File: src/rtl/dtg_pkg.sv
package dtg_pkg;
    typedef enum logic [1:0] {
        SEG_ACTIVE = 2'd0,
        SEG_FRONT  = 2'd1,
        SEG_SYNC   = 2'd2,
        SEG_BACK   = 2'd3
    } seg_e;

    localparam int POL_N   = 4;
    localparam int POL_HS  = 0;
    localparam int POL_VS  = 1;
    localparam int POL_DE  = 2;
    localparam int POL_CLK = 3;
endpackage

File: src/rtl/dtg_shadow.sv
module dtg_shadow #(
    parameter int H_BITS = 12,
    parameter int V_BITS = 12
) (
    input  logic                     clk,
    input  logic                     rst_n,
    input  logic                     srst,
    input  logic                     load,
    input  logic                     req_wr,
    input  logic [H_BITS-1:0]        w_h_act,
    input  logic [H_BITS-1:0]        w_h_fp,
    input  logic [H_BITS-1:0]        w_h_pw,
    input  logic [H_BITS-1:0]        w_h_bp,
    input  logic [V_BITS-1:0]        w_v_act,
    input  logic [V_BITS-1:0]        w_v_fp,
    input  logic [V_BITS-1:0]        w_v_pw,
    input  logic [V_BITS-1:0]        w_v_bp,
    input  logic [dtg_pkg::POL_N-1:0] w_inv,
    output logic                     pending,
    output logic [H_BITS-1:0]        a_h_act,
    output logic [H_BITS-1:0]        a_h_fp,
    output logic [H_BITS-1:0]        a_h_pw,
    output logic [H_BITS-1:0]        a_h_bp,
    output logic [V_BITS-1:0]        a_v_act,
    output logic [V_BITS-1:0]        a_v_fp,
    output logic [V_BITS-1:0]        a_v_pw,
    output logic [V_BITS-1:0]        a_v_bp,
    output logic [dtg_pkg::POL_N-1:0] a_inv
);
    typedef struct packed {
        logic                      pending;
        logic [H_BITS-1:0]         h_act;
        logic [H_BITS-1:0]         h_fp;
        logic [H_BITS-1:0]         h_pw;
        logic [H_BITS-1:0]         h_bp;
        logic [V_BITS-1:0]         v_act;
        logic [V_BITS-1:0]         v_fp;
        logic [V_BITS-1:0]         v_pw;
        logic [V_BITS-1:0]         v_bp;
        logic [dtg_pkg::POL_N-1:0] inv;
    } shadow_t;

    shadow_t s_d, s_q;

    always_comb begin
        s_d = s_q;
        if (load) begin
            s_d.h_act = w_h_act;
            s_d.h_fp  = w_h_fp;
            s_d.h_pw  = w_h_pw;
            s_d.h_bp  = w_h_bp;
            s_d.v_act = w_v_act;
            s_d.v_fp  = w_v_fp;
            s_d.v_pw  = w_v_pw;
            s_d.v_bp  = w_v_bp;
            s_d.inv   = w_inv;
        end
        // a new request on the load clock is kept for the next boundary
        s_d.pending = (s_q.pending && !load) || req_wr;
        if (srst) begin
            s_d = '0;
        end
    end

    always_ff @(posedge clk or negedge rst_n) begin
        if (!rst_n) begin
            s_q <= '0;
        end else begin
            s_q <= s_d;
        end
    end

    assign pending = s_q.pending;
    assign a_h_act = s_q.h_act;
    assign a_h_fp  = s_q.h_fp;
    assign a_h_pw  = s_q.h_pw;
    assign a_h_bp  = s_q.h_bp;
    assign a_v_act = s_q.v_act;
    assign a_v_fp  = s_q.v_fp;
    assign a_v_pw  = s_q.v_pw;
    assign a_v_bp  = s_q.v_bp;
    assign a_inv   = s_q.inv;
endmodule

File: src/rtl/dtg_raster.sv
module dtg_raster #(
    parameter int H_BITS = 12,
    parameter int V_BITS = 12,
    localparam int CW = H_BITS + 2,
    localparam int CV = V_BITS + 2
) (
    input  logic              clk,
    input  logic              rst_n,
    input  logic              srst,
    input  logic              en_wr,
    input  logic              en_wdata,
    input  logic [H_BITS-1:0] h_act,
    input  logic [H_BITS-1:0] h_fp,
    input  logic [H_BITS-1:0] h_pw,
    input  logic [H_BITS-1:0] h_bp,
    input  logic [V_BITS-1:0] v_act,
    input  logic [V_BITS-1:0] v_fp,
    input  logic [V_BITS-1:0] v_pw,
    input  logic [V_BITS-1:0] v_bp,
    output logic              running,
    output logic              start,
    output logic              vfp_entry,
    output logic [CW-1:0]     h_pos,
    output logic [CV-1:0]     v_pos,
    output logic [CW-1:0]     h_tot,
    output logic [CV-1:0]     v_tot
);
    typedef struct packed {
        logic          en_req;
        logic          running;
        logic [CW-1:0] h;
        logic [CV-1:0] v;
    } raster_t;

    raster_t s_d, s_q;
    logic    h_last, v_last;

    assign h_tot = CW'(h_act) + CW'(h_fp) + CW'(h_pw) + CW'(h_bp);
    assign v_tot = CV'(v_act) + CV'(v_fp) + CV'(v_pw) + CV'(v_bp);
    // >= keeps the wrap safe when a shadow load shrinks the frame under the counter
    assign h_last = (s_q.h >= h_tot - CW'(1));
    assign v_last = (s_q.v >= v_tot - CV'(1));
    assign vfp_entry = s_q.running && (s_q.h == '0) && (s_q.v == CV'(v_act));

    always_comb begin
        s_d   = s_q;
        start = en_wr && en_wdata && !s_q.running && !srst;
        if (en_wr) begin
            s_d.en_req = en_wdata;
        end
        if (s_q.running) begin
            if (h_last) begin
                s_d.h = '0;
                if (v_last) begin
                    s_d.v = '0;
                    if (!s_d.en_req) begin
                        s_d.running = 1'b0;
                    end
                end else begin
                    s_d.v = s_q.v + CV'(1);
                end
            end else begin
                s_d.h = s_q.h + CW'(1);
            end
        end
        if (start) begin
            s_d.running = 1'b1;
            s_d.h       = '0;
            s_d.v       = '0;
        end
        if (srst) begin
            s_d = '0;
        end
    end

    always_ff @(posedge clk or negedge rst_n) begin
        if (!rst_n) begin
            s_q <= '0;
        end else begin
            s_q <= s_d;
        end
    end

    assign running = s_q.running;
    assign h_pos   = s_q.h;
    assign v_pos   = s_q.v;
endmodule

File: src/rtl/dtg_decode.sv
module dtg_decode #(
    parameter int H_BITS = 12,
    parameter int V_BITS = 12,
    localparam int CW = H_BITS + 2,
    localparam int CV = V_BITS + 2,
    localparam int PW = ((H_BITS > V_BITS) ? H_BITS : V_BITS) + 2
) (
    input  logic                      running,
    input  logic [CW-1:0]             h_pos,
    input  logic [CV-1:0]             v_pos,
    input  logic [H_BITS-1:0]         h_act,
    input  logic [H_BITS-1:0]         h_fp,
    input  logic [H_BITS-1:0]         h_pw,
    input  logic [V_BITS-1:0]         v_act,
    input  logic [V_BITS-1:0]         v_fp,
    input  logic [V_BITS-1:0]         v_pw,
    input  logic [dtg_pkg::POL_N-1:0] inv,
    output logic                      de_raw,
    output logic                      hs_raw,
    output logic                      vs_raw,
    output logic [dtg_pkg::POL_N-1:0] strobes,
    output logic [H_BITS-1:0]         x,
    output logic [V_BITS-1:0]         y
);
    import dtg_pkg::*;

    function automatic seg_e classify(input logic [PW-1:0] pos, input logic [PW-1:0] act,
                                      input logic [PW-1:0] fp, input logic [PW-1:0] pw);
        seg_e s;
        if (pos < act) begin
            s = SEG_ACTIVE;
        end else if (pos < act + fp) begin
            s = SEG_FRONT;
        end else if (pos < act + fp + pw) begin
            s = SEG_SYNC;
        end else begin
            s = SEG_BACK;
        end
        return s;
    endfunction

    logic [PW-1:0] pos_a [2];
    logic [PW-1:0] act_a [2];
    logic [PW-1:0] fp_a  [2];
    logic [PW-1:0] pw_a  [2];
    seg_e          seg   [2];
    logic [POL_N-1:0] raw;

    assign pos_a[0] = PW'(h_pos);
    assign act_a[0] = PW'(h_act);
    assign fp_a[0]  = PW'(h_fp);
    assign pw_a[0]  = PW'(h_pw);
    assign pos_a[1] = PW'(v_pos);
    assign act_a[1] = PW'(v_act);
    assign fp_a[1]  = PW'(v_fp);
    assign pw_a[1]  = PW'(v_pw);

    for (genvar a = 0; a < 2; a++) begin : g_axis
        assign seg[a] = classify(pos_a[a], act_a[a], fp_a[a], pw_a[a]);
    end

    assign de_raw = running && (seg[0] == SEG_ACTIVE) && (seg[1] == SEG_ACTIVE);
    assign hs_raw = running && (seg[0] == SEG_SYNC);
    assign vs_raw = running && (seg[1] == SEG_SYNC);

    always_comb begin
        raw          = '0;
        raw[POL_HS]  = hs_raw;
        raw[POL_VS]  = vs_raw;
        raw[POL_DE]  = de_raw;
        raw[POL_CLK] = 1'b0;
    end

    for (genvar i = 0; i < POL_N; i++) begin : g_pol
        assign strobes[i] = raw[i] ^ inv[i];
    end

    assign x = de_raw ? h_pos[H_BITS-1:0] : '0;
    assign y = de_raw ? v_pos[V_BITS-1:0] : '0;
endmodule

File: src/rtl/dtg_vblank.sv
module dtg_vblank (
    input  logic clk,
    input  logic rst_n,
    input  logic srst,
    input  logic set,
    input  logic clr,
    input  logic ie,
    output logic status,
    output logic irq
);
    typedef struct packed {
        logic status;
    } vbl_t;

    vbl_t s_d, s_q;

    always_comb begin
        s_d = s_q;
        if (clr) begin
            s_d.status = 1'b0;
        end
        if (set) begin
            s_d.status = 1'b1;
        end
        if (srst) begin
            s_d = '0;
        end
    end

    always_ff @(posedge clk or negedge rst_n) begin
        if (!rst_n) begin
            s_q <= '0;
        end else begin
            s_q <= s_d;
        end
    end

    assign status = s_q.status;
    assign irq    = s_q.status && ie;
endmodule

File: src/rtl/disp_timing_gen.sv
module disp_timing_gen #(
    parameter int H_BITS = 12,
    parameter int V_BITS = 12
) (
    input  logic              clk,
    input  logic              rst_n,
    input  logic              soft_rst,
    input  logic [H_BITS-1:0] h_active,
    input  logic [H_BITS-1:0] h_front,
    input  logic [H_BITS-1:0] h_sync,
    input  logic [H_BITS-1:0] h_back,
    input  logic [V_BITS-1:0] v_active,
    input  logic [V_BITS-1:0] v_front,
    input  logic [V_BITS-1:0] v_sync,
    input  logic [V_BITS-1:0] v_back,
    input  logic [3:0]        pol_invert,
    input  logic              load_req,
    input  logic              en_we,
    input  logic              en_wdata,
    input  logic              vbl_irq_en,
    input  logic              vbl_clear,
    output logic              en_status,
    output logic              load_pending,
    output logic              vbl_status,
    output logic              vbl_irq,
    output logic              hsync,
    output logic              vsync,
    output logic              de,
    output logic              pclk_invert,
    output logic [H_BITS-1:0] pix_x,
    output logic [V_BITS-1:0] pix_y
);
    import dtg_pkg::*;

    localparam int CW = H_BITS + 2;
    localparam int CV = V_BITS + 2;

    logic [H_BITS-1:0] a_h_act, a_h_fp, a_h_pw, a_h_bp;
    logic [V_BITS-1:0] a_v_act, a_v_fp, a_v_pw, a_v_bp;
    logic [POL_N-1:0]  a_inv;
    logic [POL_N-1:0]  strobes;
    logic              running, start_pulse, vfp_entry, shadow_load;
    logic              de_raw, hs_raw, vs_raw;
    logic [CW-1:0]     h_pos, h_total;
    logic [CV-1:0]     v_pos, v_total;

    assign shadow_load = start_pulse || (vfp_entry && load_pending);

    dtg_shadow #(.H_BITS(H_BITS), .V_BITS(V_BITS)) u_shadow (
        .clk(clk), .rst_n(rst_n), .srst(soft_rst), .load(shadow_load), .req_wr(load_req),
        .w_h_act(h_active), .w_h_fp(h_front), .w_h_pw(h_sync), .w_h_bp(h_back),
        .w_v_act(v_active), .w_v_fp(v_front), .w_v_pw(v_sync), .w_v_bp(v_back),
        .w_inv(pol_invert), .pending(load_pending),
        .a_h_act(a_h_act), .a_h_fp(a_h_fp), .a_h_pw(a_h_pw), .a_h_bp(a_h_bp),
        .a_v_act(a_v_act), .a_v_fp(a_v_fp), .a_v_pw(a_v_pw), .a_v_bp(a_v_bp),
        .a_inv(a_inv)
    );

    dtg_raster #(.H_BITS(H_BITS), .V_BITS(V_BITS)) u_raster (
        .clk(clk), .rst_n(rst_n), .srst(soft_rst), .en_wr(en_we), .en_wdata(en_wdata),
        .h_act(a_h_act), .h_fp(a_h_fp), .h_pw(a_h_pw), .h_bp(a_h_bp),
        .v_act(a_v_act), .v_fp(a_v_fp), .v_pw(a_v_pw), .v_bp(a_v_bp),
        .running(running), .start(start_pulse), .vfp_entry(vfp_entry),
        .h_pos(h_pos), .v_pos(v_pos), .h_tot(h_total), .v_tot(v_total)
    );

    dtg_decode #(.H_BITS(H_BITS), .V_BITS(V_BITS)) u_decode (
        .running(running), .h_pos(h_pos), .v_pos(v_pos),
        .h_act(a_h_act), .h_fp(a_h_fp), .h_pw(a_h_pw),
        .v_act(a_v_act), .v_fp(a_v_fp), .v_pw(a_v_pw),
        .inv(a_inv), .de_raw(de_raw), .hs_raw(hs_raw), .vs_raw(vs_raw),
        .strobes(strobes), .x(pix_x), .y(pix_y)
    );

    dtg_vblank u_vblank (
        .clk(clk), .rst_n(rst_n), .srst(soft_rst), .set(vfp_entry), .clr(vbl_clear),
        .ie(vbl_irq_en), .status(vbl_status), .irq(vbl_irq)
    );

    assign en_status   = running;
    assign hsync       = strobes[POL_HS];
    assign vsync       = strobes[POL_VS];
    assign de          = strobes[POL_DE];
    assign pclk_invert = strobes[POL_CLK];
endmodule

File: config.mk
export PLATFORM = sky130hd
export DESIGN_NAME = disp_timing_gen
export DESIGN_NICKNAME = d
export VERILOG_FILES = /design/src/rtl/dtg_pkg.sv /design/src/rtl/dtg_shadow.sv /design/src/rtl/dtg_raster.sv /design/src/rtl/dtg_decode.sv /design/src/rtl/dtg_vblank.sv /design/src/rtl/disp_timing_gen.sv
export SDC_FILE = /design/constraint.sdc
export NUM_CORES = 1
export LEC_CHECK = 0
export BUFFER_PORTS_ARGS = -buffer_cell sky130_fd_sc_hd__buf_2
export CAP_MARGIN = 20
export CELL_PAD_IN_SITES_DETAIL_PLACEMENT = 1
export CELL_PAD_IN_SITES_GLOBAL_PLACEMENT = 1
export CORE_UTILIZATION = 40
export DETAILED_ROUTE_END_ITERATION = 16
export PLACE_DENSITY = 0.84
export SYNTH_ARGS = -nofsm -noshare
export SYNTH_HDL_FRONTEND = slang
export SYNTH_HIERARCHICAL = 1
export SYNTH_SLANG_ARGS = --single-unit
File: constraint.sdc
create_clock -name clk -period 5.37 [get_ports clk]
set_input_delay 1.074 -clock clk [delete_from_list [all_inputs] [get_ports clk]]
set_output_delay 1.074 -clock clk [all_outputs]
set_load 0.01 [all_outputs]
* Yosys cells after proc, flatten, opt, wreduce, memory -nomap -nowiden
Index checks and enable logic that the tools add are counted.
Operators by class: $add $sub $neg 10, order comparisons 8, eq/ne operators 3, mux-type cells 23, bitwise logic cells 3, reduce and logical (&&, ||, !) cells 25
Operators with widths (number):
- 101-bit 2-to-1 mux | 1
- 100-bit 2-to-1 mux | 1
- 29-bit 2-to-1 mux | 2
- 14-bit by 12-bit adder with 14-bit output | 4
- 14-bit less-than comparator | 4
- 14-bit 2-to-1 mux | 3
- 30-bit 2-to-1 mux | 1
- 14-bit by 1-bit adder with 14-bit output (second input constant) | 2
- 14-bit greater-or-equal comparator | 2
- 14-bit by 12-bit less-than comparator with 1-bit output | 2
- 14-bit by 1-bit subtractor with 14-bit output (second input constant) | 2
- 12-bit by 12-bit adder with 13-bit output | 2
- 12-bit 2-to-1 mux | 2
- 14-bit by 12-bit equality test with 1-bit output | 1
- 14-bit logical NOT | 1
- 1-bit logical AND | 12
- 1-bit 2-to-1 mux | 9
- 3-bit nonzero test | 3
- 2-bit 2-to-1 mux | 4
- 2-bit equality test (second input constant) | 2
- 2-bit logical NOT | 2
- 1-bit logical NOT | 3
- 1-bit bitwise XOR | 3
- 1-bit logical OR | 2
- 2 further kinds | 2
Word-level totals: flip-flop bits (word level) 132, input port bits 108, word-level logic and storage cells 87

* Logic depth before layout (Yosys ltp)
Gate-level depths: netlist (run 1).
word-level depth 10, gate-level depth with buffers 26, mapped depth without buffers 24

* Cells and area by module
Netlist (run 1), hierarchy kept.
By module, submodules not included:
- dtg_raster | times used 1, cells an instance 632, area an instance 5298.8 um2, sequential area each 750.7 um2
- dtg_shadow | times used 1, cells an instance 326, area an instance 4170.2 um2, sequential area each 2527.4 um2
- dtg_decode | times used 1, cells an instance 544, area an instance 4112.7 um2, sequential area each 0.0 um2
- dtg_vblank | times used 1, cells an instance 5, area an instance 50.0 um2, sequential area each 25.0 um2
- disp_timing_gen | times used 1, cells an instance 1, area an instance 7.5 um2, sequential area each 0.0 um2

* Worst setup path after synthesis (run 1)
OpenSTA, ideal clock, no wires.
path kind flip-flop to flip-flop, start point register u_shadow.s_q, in the netlist u_shadow/a_h_act[1], end point register u_raster.s_q, in the netlist u_raster/v_pos[12], data arrival time 5152 ps, slack 122 ps, cell stages (with the launch flop) 27, path buffers 2, path through dfrtp_1 > inv_1 > fa_1 > fa_1 > inv_1 > ha_1 > inv_1 > fa_1 > nor2b_1 > o31a_1 > o31a_1 > a21oi_1 > or3_4 > nor3_2 > nor4b_2 > xnor2_1 > ha_1 > nand4_1 > nor2_1 > a211oi_1 > o211ai_1 > a31o_2 > clkbuf_1 > nand2_1 > clkbuf_1 > o21ai_0 > o31ai_1
On the way: word-level cells in the longest chain between the ends 7
Ends and longest elaborated chain:
- start: declaration | RTL line dtg_shadow.sv:43 | shadow_t s_d, s_q;
- start signal: assignment | RTL line dtg_shadow.sv:67 | s_q <= '0;
- start signal: assignment | RTL line dtg_shadow.sv:69 | s_q <= s_d;
- 12-bit by 12-bit adder with 13-bit output | RTL line dtg_raster.sv:38 | assign h_tot = CW'(h_act) + CW'(h_fp) + CW'(h_pw) + CW'(h_bp);
- 14-bit by 12-bit adder with 14-bit output (2 in a row) | RTL line dtg_raster.sv:38
- named net h_total[7] | RTL line disp_timing_gen.sv:44 | logic [CW-1:0] h_pos, h_total;
- 14-bit by 1-bit subtractor with 14-bit output | RTL line dtg_raster.sv:41 | assign h_last = (s_q.h >= h_tot - CW'(1));
- 14-bit greater-or-equal comparator | RTL line dtg_raster.sv:41
- 3-bit nonzero test (no line)
- 2-bit AND reduction (no line)
- end signal: assignment | RTL line dtg_raster.sv:78 | s_q <= '0;
- end signal: assignment | RTL line dtg_raster.sv:80 | s_q <= s_d;
- end: declaration | RTL line dtg_raster.sv:35 | raster_t s_d, s_q;
The timed path passes the listed nets, and every way through them passes these cells. A chain may end at the register's enable or synchronous reset.

* Worst setup path in the final report (run 1)
start point register u_shadow.s_q, in the netlist u_shadow/a_v_fp[0], end point output port vsync
On the way: word-level cells in the longest chain between the ends 9
Ends and longest elaborated chain:
- 12-bit by 12-bit adder with 13-bit output * | RTL line dtg_decode.sv:32, dtg_decode.sv:34
- 14-bit by 12-bit adder with 14-bit output | RTL line dtg_decode.sv:34 | end else if (pos < act + fp + pw) begin
- 14-bit less-than comparator | RTL line dtg_decode.sv:34
- 1-bit 2-to-1 mux | RTL line dtg_decode.sv:34
- 2-bit 2-to-1 mux * | RTL line dtg_decode.sv:32 | end else if (pos < act + fp) begin
- 2-bit 2-to-1 mux * | RTL line dtg_decode.sv:30 | if (pos < act) begin
- 2-bit equality test * | RTL line dtg_decode.sv:64 | assign vs_raw = running && (seg[1] == SEG_SYNC);
- 1-bit logical AND * | RTL line dtg_decode.sv:64
- named net vs_raw | RTL line disp_timing_gen.sv:43 | logic de_raw, hs_raw, vs_raw;
- 1-bit bitwise XOR * | RTL line dtg_decode.sv:75 | assign strobes[i] = raw[i] ^ inv[i];
- end: declaration | RTL line disp_timing_gen.sv:27 | output logic vsync,
Mark *: on every way through the listed nets, which the timed path passes. The rest lies on a longest branch.

==> impl_metrics.ini, run 1 <==
[floorplan]
fp.dieH_um = 186.6
fp.dieW_um = 186.6
rows = 67
initial_utilization_pct = 40.65
die_area_sq_mm = 0.03482
num_io_pins = 140
core_sq_mm = 0.03353

[yosys]
syn_area_sq_mm = 0.01363
syn-instance-count = 1506
syn_nets = 1846
avgSynthCellArea_sq_um = 9.052
yosys_warnings = 6

[placed_design]
post-place-ws_ps = -521.5
port-buffer-count = 139
dp_hpwl_um = 33590
gp_congestion = 0.8805

[routing]
drt.antenna.violating_nets = 0
num_vias = 12520
via_per_inst = 5.656
avgRoutedWirePerCell_um = 22.02
route.detailed.drc = 0
drt-total-wl_um = 48750
first_pass_iters = 5
drt_iter0_markers = 768

[timing]
max_freq_ghz = 0.1620
rsz0062_at_grt = yes
fin_crit_sh_pct = 115.0
skew_ps = 13.05
relSlewSlack_pct = 40.62
setup_tns_ps = -10780
tightestPinTransition_ps = 888.6
fin_crit_ps = 6174
drv_slew = 0
hold_viol_final = 0
worst_slack_ps = -804.1
setup_violations = 31

[worst_setup_path]
reg2reg_depth = 27
cp-end-kind = output pin
path_max_fanout = 4
critPathArrivalTime_ps = 5100
worst-r2r-setup-slack_ps = -390
start_kind = flip-flop
critPathRequiredTime_ps = 4300
reg2reg_to = u_raster/v_pos[10]$_DFFE_PN0P_
r2r-start = u_shadow/a_h_act[1]$_DFFE_PN0P_
critPathKind = reg2out

[final_layout]
syn2layout_area_growth_pct = 24.50
multi_input_area_sq_mm = 0.009858
insertedDiodeCount = 0
fillers = 3901
nets = 2094
register_area_sq_mm = 0.003306
post-route-util_pct = 50.61
final_layout_size_suffix_gt1_share_pct = 26.50

[min_path]
hold_end = u_shadow/a_inv[3]$_DFFE_PN0P_
hold_start = u_shadow/a_inv[3]$_DFFE_PN0P_
whs_path_depth = 2
hp-class = reg2reg

[global_routing]
grt_start_max_net_pins = 67
antenna_found_initial = 0
grt_overflow = 0
grt_first_pass_wirelength_um = 72840
grt_pass1_vias = 13430
gr-usage-all-layers_pct = 26.69

[cts]
cts_tree = yes
cts_sinks = 132
cts_buffers = 17
htree_levels = 4
clk_latency_ps = 450
cts_buffer_depth = 2
clkTransAtPathRegs_ps = 60
cts_hold_buf = 0
root_buffer = clkbuf_16

[run_status]
status = finished with violations
violations = setup timing

[power_and_ir_drop]
p_leak_nw = 8.294
pwr_density_cell_mw_per_mm2 = 309.8
ir_drop_v = 0.0002860

[job]
cap_violations = 0
## layout make-up
| cell class | instances | share of cell area [%] |
|---|---|---|
| inverter | 174 | 3.878 |
| timing repair buffer | 290 | 11.57 |
| clock inverter | 10 | 0.8552 |
| clock buffer | 21 | 2.831 |
| tap | 448 | 3.303 |
| multi-input combinational | 1139 | 58.09 |
| sequential | 132 | 19.48 |
## metal layers
layer	vias to the layer above	GRT usage (%)	share of wire (%)
li1	5647	-	-
met1	6321	34.16	42
met2	421	44.91	49
met3	133	3.893	5.1
met4	0	11.19	4.1
met5	-	0	0
## worst max-delay path by stage
| stage | start | to | slack (ps) | cells after the start |
|---|---|---|---|---|
| 6_report | u_shadow/a_v_fp[0]$_DFFE_PN0P_ | vsync | -800 | 23 |
| 5_1_grt | u_shadow/a_v_fp[0]$_DFFE_PN0P_ | vsync | -1050 | 23 |
| 4_1_cts | u_shadow/a_v_fp[0]$_DFFE_PN0P_ | vsync | -800 | 27 |
| 3_5_place_dp | u_shadow/a_v_act[0]$_DFFE_PN0P_ | vsync | -520 | 22 |
| 3_3_place_gp | u_shadow/a_v_act[0]$_DFFE_PN0P_ | vsync | -290 | 22 |
| 2_1_floorplan | u_shadow/a_h_act[1]$_DFFE_PN0P_ | u_raster/v_pos[12]$_DFFE_PN0P_ | 120 | 26 |
## through the flow
stage	cell area [sq um]	total power [W]	hold slack (ps)	instances
after global routing	16970	0.005553	555.0	2214
after CTS	16440	0.005064	528.8	2200
after global placement	15190	0.003400	500.1	2137
after detailed placement	15190	0.003546	515.0	2137
after floorplan	13630	0.002827	486.2	1506
final	16970	0.005257	526.0	2214
## cells in the final DEF, fill, tap and decap left out, types with 12 or more instances in the layout
cell type / n
a21o_1: 33
a21oi_1: 50
a21oi_2: 18
and2_1: 27
and3_1: 15
buf_2: 137
buf_4: 130
buf_6: 17
clkbuf_16: 18
dfrtp_1: 130
fa_1: 47
ha_1: 169
inv_1: 167
mux2i_1: 103
nand2_1: 62
nand2b_1: 26
nand3_1: 17
nand4_1: 17
nor2_1: 159
nor2b_1: 15
nor3_1: 13
o211ai_1: 17
o21a_1: 12
o21ai_0: 45
o21ai_1: 21
o21ai_2: 21
xnor2_1: 53
xor2_1: 39
## worst max-delay path, cell delays in order, from the launching register on
cell and delay [ps]:
dfrtp_1 400, ha_2 200, buf_4 130, buf_4 120, a21o_1 180, a21oi_2 200
o211ai_1 210, a31o_2 320, a21o_1 200, xor2_1 150, ha_1 340, a21oi_1 160
o21bai_1 90, a21oi_1 160, o21ai_0 120, xor2_1 170, ha_1 300, nor2b_1 140
o21ai_1 160, o2111ai_2 140, nor4b_2 260, buf_4 180, xor2_2 170, buf_2 160
## power breakdown
group | internal, W | total, W | switching, W
clock network | 0.000781 | 0.00128 | 0.000502
logic | 0.00124 | 0.00280 | 0.00155
registers | 0.00107 | 0.00118 | 0.000110
total | 0.00309 | 0.00526 | 0.00216
## what timing repair did
item / in CTS / in global routing
resized for setup: 99 / 122
buffers inserted: 29 / 16
endpoints found under the setup margin: 31 / 31
cloned: 3 / 2
pin swaps: 43 / 84
Power figures use the tool's default switching activity.
==> run 2: changes to the inputs <==
- PLACE_DENSITY: 0.84 -> 0.74
==> run 2 against run 1 <==
The flow still finishes with violations (setup timing). Sequential share of layout area increased by 0.090 points. Via count fell by 4.7%. Wire length is 10% lower. Global-route usage shrank 1.5 points. Die area did not move. Utilization shrank 0.19 points. Critical path depth shrank 4. Clock skew decreased by 0.92 ps. Final area fell by 0.38%. Register-to-register slack gained 200 ps. Maximum frequency rose by 1.8%. Critical endpoint is now hsync.
==> impl_metrics.ini, run 2 (same netlist as run 1, synthesis figures left out) <==
[power_and_ir_drop]
pwr_density_cell_mw_per_mm2 = 297.7
pwr-share-seq_pct = 23.2
p_leak_nw = 8.302
p_clk_share_pct = 23.7
internal_power_w = 0.002994
pwr-share-comb_pct = 53.1
p_switching_w = 0.002039
total_power_w = 0.005033
switching_share_pct = 40.51
ir_drop_v = 0.0002615

[cts]
cts_hold_buf = 0
cts_buffer_depth = 2
cts_sinks = 132
cts_buffers = 17
root_buffer = clkbuf_16
clkTransAtPathRegs_ps = 60
clk_latency_ps = 460
cts_tree = yes
htree_levels = 4

[global_routing]
grt_first_pass_wirelength_um = 68970
grt_start_max_net_pins = 66
grt_pass1_vias = 12740
antenna_found_initial = 0
grt_overflow = 0
gr-usage-all-layers_pct = 25.16

[floorplan]
num_io_pins = 140
fp.dieW_um = 186.6
initial_utilization_pct = 40.65
core_sq_mm = 0.03353
rows = 67
fp.dieH_um = 186.6
die_area_sq_mm = 0.03482

[final_layout]
syn2layout_area_growth_pct = 24.02
stdcell_area_sq_mm = 0.01691
layout_common_cells = ha_1, inv_1, nor2_1, buf_4, buf_2
mostFrequentLayoutCell = ha_1
nets = 2109
final_layout_size_suffix_gt1_share_pct = 26.78
fillers = 3934

[timing]
timing.hold.ws_ps = 527.0
drv_slew = 0
max_freq_ghz = 0.1649
setup_violations = 30
fin_crit_ps = 6064
worst_slack_ps = -693.8
setup_tns_ps = -4678
rsz0062_at_grt = yes
fin_crit_sh_pct = 112.9
tightestPinTransition_ps = 874.3
relSlewSlack_pct = 41.71
skew_ps = 12.12
hold_viol_final = 0

[worst_setup_path]
crit_path_top_delay_cell = dfrtp_2
reg2reg_depth = 26
crit_path_cell_trace = ha_2 > o21ai_0 > o21bai_2 > buf_4 > o21a_1 > xor2_2 > ha_2 > and3_1 > a2111oi_4 > o221ai_1 > xnor2_1 > ha_1 > nand4_1 > nor2_1 > and2_0 > a311oi_2 > and4b_2 > xor2_2 > buf_2
path_max_fanout = 5
r2r-start = u_shadow/a_h_act[1]$_DFFE_PN0P_
critPathKind = reg2out
critPathArrivalTime_ps = 4990
worst-r2r-setup-slack_ps = -190
crit_buf_inv = 2
critPathRequiredTime_ps = 4300
cp-end-kind = output pin
start_kind = flip-flop
cp_top_family = compound AO/OA/AOI/OAI gates
max_stage_delay_ps = 450
reg2reg_to = u_raster/v_pos[4]$_DFFE_PN0P_

[routing]
drt_iter0_markers = 582
via_per_inst = 5.351
wl_met3_um = 1362
num_vias = 11930
drt-total-wl_um = 43770
route.detailed.drc = 0
avgRoutedWirePerCell_um = 19.63
wl_met1_um = 20940
routed.top_layer = met4
drt.antenna.violating_nets = 0
first_pass_iters = 5
wl_met2_um = 20550

[min_path]
hp-class = reg2reg
hold_start = u_shadow/a_v_bp[6]$_DFFE_PN0P_
hold_end = u_shadow/a_v_bp[6]$_DFFE_PN0P_
whs_path_depth = 2

[placed_design]
gp_congestion = 0.8760
port-buffer-count = 139
post-place-ws_ps = -487.3
dp_hpwl_um = 32880
placed_cell_area_sq_mm = 0.01536

[run_status]
status = finished with violations
violations = setup timing

[job]
cap_violations = 0
[run 2: changes by cell type in the layout (fill, tap and decap cells not counted), sizes merged]
cell,before,now
clkinvlp,2,4
a31o,7,6
buf,289,305
clkinv,2,3
diode,0,1
inv,177,174
clkbuf,22,23
bufinv,3,2
[run 2: metal layers]
layer	track usage, %	up-vias
li1	-	5677
met1	34.88	5988
met2	40.15	211
met3	4.156	56
met4	7.440	0
met5	0	-
[run 2: worst max path at each step]
stage,from,endpoint,slack [ps],cells past startpoint
2_1_floorplan,u_shadow/a_h_act[1]$_DFFE_PN0P_,u_raster/v_pos[12]$_DFFE_PN0P_,120,26
3_3_place_gp,u_shadow/a_v_act[0]$_DFFE_PN0P_,vsync,-330,22
3_5_place_dp,u_shadow/a_v_fp[0]$_DFFE_PN0P_,vsync,-490,22
4_1_cts,u_shadow/a_v_fp[0]$_DFFE_PN0P_,vsync,-620,27
5_1_grt,u_shadow/a_h_act[3]$_DFFE_PN0P_,hsync,-940,19
6_report,u_shadow/a_h_act[3]$_DFFE_PN0P_,hsync,-690,19
[run 2: timing repair]
item,4_1_cts,5_1_grt
gates cloned,0,2
setup endpoints to repair,31,31
buffers inserted,13,26
gates resized for setup,72,126
pin swaps,34,79
[run 2: tightest hold or removal path, delay by kind of cell, from the launching register on]
kind / cells / cell delay (ps)
DFF: 1 / 340
muxes: 1 / 70
and+or+nand+nor: 1 / 80
[run 2: final cells by class]
class | instances | area, sq um | share of cell area, %
diodes | 1 | 2.502 | 0.01480
clock buffers | 22 | 464.2 | 2.746
clock inverters | 9 | 105.1 | 0.6217
inverters | 174 | 653.1 | 3.863
multi-input cells | 1138 | 9753 | 57.69
flip-flops and latches | 132 | 3308 | 19.57
well taps | 448 | 560.5 | 3.316
repair buffers | 306 | 2059 | 12.18
[run 2: through the flow]
| step | util, % | cells |
|---|---|---|
| 2_1_floorplan | - | 1506 |
| 3_3_place_gp | 45.81 | 2160 |
| 3_5_place_dp | 45.81 | 2160 |
| 4_1_cts | 48.60 | 2204 |
| 5_1_grt | 50.41 | 2229 |
| 6_report | 50.42 | 2230 |
[run 2: power by group through the flow]
stage               clock network [W]  registers, W  logic (W)
detailed placement                  0       0.00118    0.00237
global route                  0.00125       0.00118    0.00296
CTS                           0.00121       0.00116    0.00251
floorplan                           0       0.00115    0.00168
global placement                    0       0.00118    0.00226
finish                        0.00119       0.00117    0.00267
==> run 3: changes to the inputs <==
- clock period: 5.37 -> 5.08 ns (I/O delays scaled with it)
==> run 3 against run 2 <==
The run still ends with setup timing left. Critical path depth unchanged. Cell count increased by 3.0%. Sequential share of layout area decreased by 0.64 points. Global-route usage increased by 1.2 points. Combinational power increased by 12%. Non-clock buffer count increased by 69. Hold slack got worse by 11 ps.
==> impl_metrics.ini, run 3 (same netlist as run 1, synthesis figures left out) <==
[min_path]
hold_start = u_shadow/a_inv[3]$_DFFE_PN0P_
whs_path_depth = 2
hp-class = reg2reg
hold_end = u_shadow/a_inv[3]$_DFFE_PN0P_

[timing]
tightestPinTransition_ps = 915.7
fin_crit_ps = 5900
fin_crit_sh_pct = 116.1
rsz0062_at_grt = yes
max_freq_ghz = 0.1695
worst_slack_ps = -819.6
timing.hold.ws_ps = 516.2
drv_slew = 0
setup_violations = 31
relSlewSlack_pct = 38.96
skew_ps = 18.21
hold_viol_final = 0

[worst_setup_path]
reg2reg_to = u_raster/v_pos[4]$_DFFE_PN0P_
critPathKind = reg2out
cp_top_family = compound AO/OA/AOI/OAI gates
critPathArrivalTime_ps = 4880
max_stage_delay_ps = 430
path_max_fanout = 5
path_common_cell = ha_1
critPathRequiredTime_ps = 4060
crit_path_top_delay_cell = a2111oi_1
cp-end-kind = output pin
start_kind = flip-flop
setup.worst_path.start = u_shadow/a_v_act[1]$_DFFE_PN0P_
crit_buf_inv = 2
worst-r2r-setup-slack_ps = -620
r2r-start = u_shadow/a_h_fp[1]$_DFFE_PN0P_
reg2reg_depth = 27
crit_path_cell_trace = ha_1 > a21o_1 > a21oi_2 > o211ai_1 > a31o_2 > a21o_1 > xor2_1 > ha_1 > and3_4 > nand4_1 > a21boi_0 > o21bai_1 > ha_1 > nand4_1 > a2111oi_1 > nor4b_2 > buf_4 > xor2_1 > buf_2

[placed_design]
dp.cells = 2221
dp_hpwl_um = 33630
post-place-ws_ps = -630.7
port-buffer-count = 139
gp_congestion = 0.8790

[cts]
clk_latency_ps = 460
cts_sinks = 132
cts_tree = yes
clkTransAtPathRegs_ps = 60
cts_buffers = 17
cts_buffer_depth = 2
htree_levels = 4
cts_hold_buf = 0
root_buffer = clkbuf_16

[final_layout]
insertedDiodeCount = 0
final_layout_size_suffix_gt1_share_pct = 29.62
fillers = 3896
layout_common_cells = buf_4, ha_1, inv_1, nor2_1, buf_2
fin_cells = 2298
mostFrequentLayoutCell = buf_4
nets = 2178
post-route-util_pct = 52.12
syn2layout_area_growth_pct = 28.20

[routing]
drt-total-wl_um = 45490
via_per_inst = 5.325
route.detailed.drc = 0
drt_iter0_markers = 592
drt.antenna.violating_nets = 0
first_pass_iters = 5
avgRoutedWirePerCell_um = 19.80
num_vias = 12240

[global_routing]
grt_first_pass_wirelength_um = 71780
antenna_found_initial = 0
gr-usage-all-layers_pct = 26.32
grt_start_max_net_pins = 58
grt_pass1_vias = 13240
grt_overflow = 0

[job]
cap_violations = 0

[floorplan]
num_io_pins = 140
fp.dieH_um = 186.6
core_sq_mm = 0.03353
fp.dieW_um = 186.6
initial_utilization_pct = 40.65
rows = 67
die_area_sq_mm = 0.03482

[power_and_ir_drop]
pwr_density_cell_mw_per_mm2 = 312.0
p_leak_nw = 8.722
ir_drop_v = 0.0003179

[run_status]
status = finished with violations
violations = setup timing
## run 3: worst max path at each step
| stage | endpoint | slack (ps) | cells past startpoint |
|---|---|---|---|
| 2_1_floorplan | u_raster/v_pos[8]$_DFFE_PN0P_ | 3 | 26 |
| 3_3_place_gp | vsync | -390 | 22 |
| 3_5_place_dp | vsync | -630 | 22 |
| 4_1_cts | vsync | -850 | 24 |
| 5_1_grt | vsync | -1060 | 20 |
| 6_report | vsync | -820 | 19 |
## run 3: layer usage
| metal | global-route usage [%] | part of all wire [%] |
|---|---|---|
| met5 | 0 | 0 |
| met4 | 8.354 | 2.3 |
| met3 | 5.003 | 3.9 |
| met2 | 43.57 | 48 |
| met1 | 34.54 | 46 |
## run 3: tightest hold or removal path, stage by stage, from the launching register on
cell,delay (ps)
dfrtp_1,330
mux2i_1,60
nor2_1,80
## run 3: repair_timing
action,in CTS,in global routing
pin swaps,46,54
resized for setup,92,102
gates cloned,1,4
setup buffers,31,11
setup endpoints to repair,31,31
## run 3: cell type report
cell class	instances	area (sq um)	share of cell area, %
sequential	132	3308	18.93
multi-input combinational	1138	9774	55.93
timing repair buffer	375	2623	15.01
clock inverter	9	80.08	0.4582
clock buffer	22	474.2	2.714
tap	448	560.5	3.208
inverter	174	655.6	3.752
## run 3: metrics by stage
stage               instance area, sq um  setup TNS, ps  total power (W)
global route                       17480         -25040         0.005832
CTS                                16930          -9905         0.005359
global placement                   15880          -4844         0.003831
finish                             17480         -17130         0.005453
floorplan                          13710              0         0.003025
detailed placement                 15880         -10760         0.003955
## run 3: report_power, final
part	total (W)	switching (W)	leakage, nW	internal [W]
Clock	0.00122	0.000513	0.275	0.000705
Combinational	0.00300	0.00157	6.63	0.00143
Sequential	0.00123	0.000102	1.81	0.00113
